`config.mk`:
```
export PLATFORM = sky130hd
export DESIGN_NAME = rv_int_alu
export DESIGN_NICKNAME = d
export VERILOG_FILES = /design/src/rtl/alu_pkg.sv /design/src/rtl/alu_addsub.sv /design/src/rtl/alu_barrel.sv /design/src/rtl/alu_bitwise.sv /design/src/rtl/rv_int_alu.sv
export SDC_FILE = /design/constraint.sdc
export NUM_CORES = 1
export LEC_CHECK = 0
export BUFFER_PORTS_ARGS = -buffer_cell sky130_fd_sc_hd__buf_2
export CORE_MARGIN = 3
export CORE_UTILIZATION = 41
export DETAILED_ROUTE_END_ITERATION = 16
export PLACE_DENSITY_LB_ADDON = 0.3
export SKIP_LAST_GASP = 1
export SLEW_MARGIN = 5
export SYNTH_ARGS = -nofsm -noshare
export SYNTH_HDL_FRONTEND = slang
export SYNTH_HIERARCHICAL = 1
export SYNTH_SLANG_ARGS = --single-unit
```
`constraint.sdc`:
```
create_clock -name vclk -period 26.1
set_clock_uncertainty 0.15 [all_clocks]
set_input_delay 7.83 -clock vclk [all_inputs]
set_output_delay 7.83 -clock vclk [all_outputs]
set_load 0.005 [all_outputs]
```
`src/rtl/alu_pkg.sv`:
```
package alu_pkg;
  typedef enum logic [3:0] {
    OP_ADD  = 4'd0,
    OP_SUB  = 4'd1,
    OP_SHL  = 4'd2,
    OP_LTS  = 4'd3,
    OP_LTU  = 4'd4,
    OP_XOR  = 4'd5,
    OP_SHRL = 4'd6,
    OP_SHRA = 4'd7,
    OP_OR   = 4'd8,
    OP_AND  = 4'd9
  } alu_op_e;
endpackage

```
`src/rtl/alu_addsub.sv`:
```
module alu_addsub #(
  parameter int W = 32
) (
  input  logic [W-1:0] a,
  input  logic [W-1:0] b,
  input  logic         sub,
  output logic [W-1:0] sum,
  output logic         lt_s,
  output logic         lt_u
);
  logic [W:0] wide;

  assign wide = {1'b0, a} + {1'b0, b ^ {W{sub}}} + {{W{1'b0}}, sub};
  assign sum  = wide[W-1:0];
  // no borrow out of a - b means a >= b
  assign lt_u = ~wide[W];
  // differing signs decide directly; otherwise the difference cannot overflow
  assign lt_s = (a[W-1] ^ b[W-1]) ? a[W-1] : wide[W-1];

  always_comb begin
    if (sub) begin

      ltu_order_chk: assert (lt_u == (a < b));

      lts_order_chk: assert (lt_s == ($signed(a) < $signed(b)));
    end
  end
endmodule

```
`src/rtl/alu_barrel.sv`:
```
module alu_barrel #(
  parameter int W = 32,
  localparam int SW = $clog2(W)
) (
  input  logic [W-1:0]  din,
  input  logic [SW-1:0] amt,
  input  logic          left,
  input  logic          arith,
  output logic [W-1:0]  dout
);
  logic [W-1:0] rev_in;
  logic [W-1:0] stage [0:SW];
  logic [W-1:0] rev_out;
  logic         fill;

  // left shifts reuse the right shifter on a bit-reversed operand
  for (genvar i = 0; i < W; i++) begin : g_rev
    assign rev_in[i]  = left ? din[W-1-i] : din[i];
    assign rev_out[i] = left ? stage[SW][W-1-i] : stage[SW][i];
  end

  assign fill     = arith & ~left & din[W-1];
  assign stage[0] = rev_in;

  for (genvar s = 0; s < SW; s++) begin : g_stage
    localparam int D = 1 << s;
    assign stage[s+1] = amt[s] ? {{D{fill}}, stage[s][W-1:D]} : stage[s];
  end

  assign dout = rev_out;

  always_comb begin
    if (amt == '0) begin

      zero_shift_chk: assert (dout == din);
    end
    if (!left && arith) begin

      sign_keep_chk: assert (dout[W-1] == din[W-1]);
    end
  end
endmodule

```
`src/rtl/alu_bitwise.sv`:
```
module alu_bitwise #(
  parameter int W = 32
) (
  input  logic [W-1:0] a,
  input  logic [W-1:0] b,
  output logic [W-1:0] x_o,
  output logic [W-1:0] or_o,
  output logic [W-1:0] and_o
);
  assign x_o   = a ^ b;
  assign or_o  = a | b;
  assign and_o = a & b;

  always_comb begin

    bit_identity_chk: assert (or_o == (x_o | and_o));
  end
endmodule

```
`src/rtl/rv_int_alu.sv`:
```
module rv_int_alu #(
  parameter int W = 32,
  localparam int SW = $clog2(W)
) (
  input  logic [3:0]   op_sel,
  input  logic [W-1:0] opa,
  input  logic [W-1:0] opb,
  output logic [W-1:0] result
);
  import alu_pkg::*;

  logic         sub_en;
  logic [W-1:0] sum;
  logic         lt_s, lt_u;
  logic [W-1:0] sh_out;
  logic         sh_left, sh_arith;
  logic [W-1:0] x_v, or_v, and_v;

  assign sub_en   = (op_sel == OP_SUB) || (op_sel == OP_LTS) || (op_sel == OP_LTU);
  assign sh_left  = (op_sel == OP_SHL);
  assign sh_arith = (op_sel == OP_SHRA);

  alu_addsub #(.W(W)) u_addsub (
    .a(opa), .b(opb), .sub(sub_en), .sum(sum), .lt_s(lt_s), .lt_u(lt_u)
  );

  alu_barrel #(.W(W)) u_barrel (
    .din(opa), .amt(opb[SW-1:0]), .left(sh_left), .arith(sh_arith), .dout(sh_out)
  );

  alu_bitwise #(.W(W)) u_bitwise (
    .a(opa), .b(opb), .x_o(x_v), .or_o(or_v), .and_o(and_v)
  );

  always_comb begin
    case (op_sel)
      OP_ADD, OP_SUB:  result = sum;
      OP_SHL, OP_SHRL,
      OP_SHRA:         result = sh_out;
      OP_LTS:          result = {{(W-1){1'b0}}, lt_s};
      OP_LTU:          result = {{(W-1){1'b0}}, lt_u};
      OP_XOR:          result = x_v;
      OP_OR:           result = or_v;
      OP_AND:          result = and_v;
      default:         result = '0;
    endcase
  end

  always_comb begin
    if (op_sel > 4'd9) begin

      unused_zero_chk: assert (result == '0);
    end
    if (op_sel == OP_LTS || op_sel == OP_LTU) begin

      lt_narrow_chk: assert (result[W-1:1] == '0);
    end
    if (op_sel == OP_SUB) begin

      sub_inverse_chk: assert (result + opb == opa);
    end
  end
endmodule

```
Yosys cells after proc, flatten, opt, wreduce, memory -nomap -nowiden. Index checks and enable logic that the tools add are counted.

Logic and storage cells: 96. Input port bits: 68. Output and inout port bits: 32. Flip-flop bits (word level): 0.

Bitwise operators: 9. Multiplexer cells: 71. Add/sub/neg operators: 2. Reductions and logical operators: 5. Equality and inequality tests: 9.

Operators with widths (count): one-hot mux 32 bit (7 select lines) (1); 2-to-1 mux 32 bit (5); 2-to-1 mux 1 bit (65); XOR 32 bit (2); adder 32 x 32 -> 33 bit (1); adder 33 x 1 -> 33 bit (1); bitwise AND 32 bit (1); OR 32 bit (1); == test 4 x 3 -> 1 bit (second input constant) (4); == test 4 x 2 -> 1 bit (second input constant) (2); == test 4 bit (second input constant) (2); == test 4 x 1 -> 1 bit (second input constant) (1); logical NOT 4 bit (1); OR reduction 3 bit (1); bitwise AND 1 bit (2); logical OR 1 bit (2); NOT 1 bit (2); OR reduction 2 bit (1); XOR 1 bit (1).

Logic depth before layout (Yosys ltp).
Word-level depth: 11. Depth in mapped cells: 19. Depth with buffers taken out: 16.

Cells and area by module. Netlist, hierarchy kept.

By module, submodules not included: alu_barrel (area each 3562.2 µm², instances 1, sequential area each 0.0 µm², cells an instance 465); alu_addsub (area each 2073.2 µm², instances 1, sequential area each 0.0 µm², cells an instance 288); rv_int_alu (area each 1298.7 µm², instances 1, sequential area each 0.0 µm², cells an instance 166); alu_bitwise (area each 1161.1 µm², instances 1, sequential area each 0.0 µm², cells an instance 160).

Worst setup path after synthesis. OpenSTA, ideal clock, no wires.

Path kind: input to output. From: input port op_sel[0]. To: output port result[0]. Arrival time: 11.089 ns. Stages on the path: 18. Data required time: 18.120 ns. Buffers on the path: 3. Setup slack: 7.031 ns. Cell sequence: buf_6 and2b_1 a21oi_1 nor2_1 buf_2 buf_1 xor2_1 ha_1 a21o_1 a21o_1 a221o_1 a31oi_1 o21ai_2 xor2_2 maj3_2 nand3b_1 a21boi_0 a2111o_1.

Elaborated cells on any way between the ends: 61. Classes of those cells: add/sub: 2; eq/ne: 9; mux: 40; bitwise: 5; reduce/logical: 5.

RTL lines: from (decl) (line rv_int_alu.sv:5) `input logic [3:0] op_sel,`; == test 4 x 1 -> 1 bit or == test 4 x 2 -> 1 bit (tied branches) (line rv_int_alu.sv:19) `assign sub_en = (op_sel == OP_SUB) || (op_sel == OP_LTS) || (op_sel == OP_LTU);`; logical OR 1 bit (line rv_int_alu.sv:19); logical OR 1 bit * (line rv_int_alu.sv:19); named net sub_en (line rv_int_alu.sv:12) `logic sub_en;`; XOR 32 bit (line alu_addsub.sv:13) `assign wide = {1'b0, a} + {1'b0, b ^ {W{sub}}} + {{W{1'b0}}, sub};`; adder 32 x 32 -> 33 bit (line alu_addsub.sv:13); adder 33 x 1 -> 33 bit * (line alu_addsub.sv:13); named net sum[31] (line rv_int_alu.sv:13) `logic [W-1:0] sum;`; 2-to-1 mux 1 bit * (line alu_addsub.sv:18) `assign lt_s = (a[W-1] ^ b[W-1]) ? a[W-1] : wide[W-1];`; named net lt_s (line rv_int_alu.sv:14) `logic lt_s, lt_u;`; one-hot mux 32 bit (7 select lines) * (line rv_int_alu.sv:36) `case (op_sel)`; to (decl) (line rv_int_alu.sv:8) `output logic [W-1:0] result`.

The timed path passes the listed nets; every way through them passes the cells marked *.

Final worst setup path.
From: input port op_sel[0]. To: output port result[0].

Elaborated cells on any way between the ends: 61. Classes of those cells: add/sub: 2; eq/ne: 9; mux: 40; bitwise: 5; reduce/logical: 5.

RTL lines: == test 4 x 1 -> 1 bit or == test 4 x 2 -> 1 bit (tied branches) (line rv_int_alu.sv:19); logical OR 1 bit (line rv_int_alu.sv:19); logical OR 1 bit * (line rv_int_alu.sv:19); named net sub_en (line rv_int_alu.sv:12); XOR 32 bit (line alu_addsub.sv:13); adder 32 x 32 -> 33 bit (line alu_addsub.sv:13); adder 33 x 1 -> 33 bit * (line alu_addsub.sv:13); NOT 1 bit * (line alu_addsub.sv:16) `assign lt_u = ~wide[W];`; named net lt_u (line rv_int_alu.sv:14); one-hot mux 32 bit (7 select lines) * (line rv_int_alu.sv:36).

Marks and branches as above.

==> flow_metrics.env <==
export IMPL_drtIter0Drc=1297
export IMPL_powerDensity_mw_per_mm2=25.4
export IMPL_dp_cells=1375
export IMPL_cap_violations=0
export IMPL_cts_setup_buffers=0
export IMPL_antenna_found_initial=0
export IMPL_start_util=0.426
export IMPL_endpoint_kind="output pin"
export IMPL_ios=100
export IMPL_drc=0
export IMPL_synth_nets=1243
export IMPL_grt_max_degree=59
export IMPL_nClkBuffers=0
export IMPL_status="completed"
export IMPL_dpl_hpwl_um=24000
export IMPL_ys_seq_area_frac=0
export IMPL_first_global_vias=8231
export IMPL_synth_top_area_frac=0.147
export IMPL_fmax_mhz=49.0
export IMPL_vdd_drop_max_uv=16.5
export IMPL_syn_inst=1079
export IMPL_drt_pass1_iterations=6
export IMPL_p_leak_nw=4.18
export IMPL_hold_viol_final=0
export IMPL_yosysTopAreaCell="ha_1"
export IMPL_rows=50
export IMPL_cts_resized=0
export IMPL_fin_nets=1281
export IMPL_relSlewSlack=0.448
export IMPL_setup_viol=0
export IMPL_crit_required_ps=18120
export IMPL_die_area_sq_mm=0.0215
export IMPL_crit_type="in -> out"
export IMPL_syn_avg_cell_area_sq_um=7.50
export IMPL_holdBufCountCts=0
export IMPL_antenna_left=0
export IMPL_min_period_ps=20400
export IMPL_synth_distinct_cells=86
export IMPL_worstPathMaxFanout=35
export IMPL_rsz0062_at_grt="false"
export IMPL_startpoint_type="input pin"
export IMPL_drt_wirelength_per_cell_um=23.0
export IMPL_hold_class="in -> out"
export IMPL_cp_arrival_ps=12420
export IMPL_worstPathCellList="buf_2 -> buf_4 -> and2b_1 -> a21oi_1 -> nor2_4 -> buf_4 -> xor2_1 -> inv_1 -> fa_1 -> nor2b_1 -> o211ai_2 -> a31oi_4 -> a211oi_1 -> o31a_1 -> o21ai_1 -> a31oi_1 -> nand3b_1 -> a21boi_0 -> a2111o_1 -> buf_2"
export IMPL_yosysMostFrequentCell="inv_1"
export IMPL_area_delta_synth_final_pct=5.33
export IMPL_cp_top_family="compound AO/OA/AOI/OAI gates"
export IMPL_tns_ps=0
export IMPL_yosys_warnings=6
export IMPL_vias=8847
export IMPL_core_sq_mm=0.0190
export IMPL_grtUsageTotal=0.279
export IMPL_seq_area_sq_um=0
export IMPL_die_w_um=147
export IMPL_via_per_inst=6.43
export IMPL_timing_critical_path_buf_inv=5
export IMPL_grt_pass1_wl_um=48500
export IMPL_ys_top_cells_by_count="inv_1, mux2i_1, nor2_1, ha_1, a21oi_1"
export IMPL_final_cells=1375
export IMPL_finalCritPeriodShare=0.782
export IMPL_synth_area_leaders="ha_1, mux2i_1, mux4_2"
export IMPL_diodes=0
export IMPL_io_buffers=100
export IMPL_routed_wl_um=31600
export IMPL_grt_overflow=0
export IMPL_die_h_um=147
export IMPL_drive_gt1_frac=0.152
export IMPL_tightest_slew_ps=822
export IMPL_seq_cells=0
export IMPL_place_gp_congestion=1.07
export IMPL_synthesis_area_sq_mm=0.00810
export IMPL_cp_slowest_cell="buf_4"
export IMPL_drv_slew=0
export IMPL_fillers=2012
export IMPL_crit_path_max_incr_delay_ps=510
==> through the flow <==
stage / util / instance area [sq um] / setup WS (ps) / hold slack, ps / total power, mW
3_3_place_gp: 0.448 / 8530 / 5910 / 16050 / 0.210
4_1_cts: 0.448 / 8530 / 5710 / 16070 / 0.212
3_5_place_dp: 0.448 / 8530 / 5730 / 16060 / 0.211
6_report: 0.448 / 8530 / 5700 / 16070 / 0.217
2_1_floorplan: - / 8100 / 7030 / 15820 / 0.150
5_1_grt: 0.448 / 8530 / 5470 / 16100 / 0.234
==> layout make-up <==
class              count  area, sq um  area share
multi-input cells    886         7170       0.841
repair buffers       112          593      0.0696
inverters            117          439      0.0515
well taps            260          325      0.0382
==> cell usage in the layout, fill, tap and decap left out, types with 5 or more instances in the layout <==
cell type / count
o21ai_1: 11
o21a_1: 6
ha_1: 95
o22ai_1: 14
nand3b_1: 5
nor2b_1: 15
o211ai_1: 7
nand4_1: 7
a21oi_1: 68
nand3_1: 24
buf_2: 99
o21bai_1: 5
o21ai_0: 21
a211oi_1: 12
mux2_2: 12
o31ai_1: 6
nor3_1: 14
buf_4: 13
xnor2_1: 17
a21o_1: 11
xor2_1: 42
a31oi_1: 13
a22oi_1: 24
and3_1: 5
nor2_1: 94
inv_1: 114
nand2b_1: 14
mux4_2: 23
nand2_1: 59
and2_1: 7
a221o_1: 33
a22o_1: 35
mux2i_1: 103
==> routing by layer <==
metal	track usage	wire length [um]	vias up
li1	-	-	4056
met4	0.117	1640	0
met3	0.0388	2890	110
met2	0.442	13900	529
met1	0.379	13100	4152
met5	0	0	-
==> final timing paths <==
check,cells after the start,start,endpoint,slack (ps)
min,4,op_sel[1],result[8],16070
max,20,op_sel[0],result[0],5700
==> logic make-up (layout without fill, tap and decap cells) <==
logic type,count (synthesis),in the layout,share of synthesized area
compound gates,316,316,0.287
simple gates,268,268,0.157
buf+inv,193,229,0.117
mux,145,145,0.223
fa+ha+maj,97,97,0.151
xor+xnor,60,60,0.0658
==> where the power goes <==
part / leakage [nW] / internal, mW / switching [mW]
clock: 0 / 0 / 0
sequential: 0 / 0 / 0
combinational: 4.18 / 0.0868 / 0.130
total: 4.18 / 0.0868 / 0.130
Power figures use the tool's default switching activity.
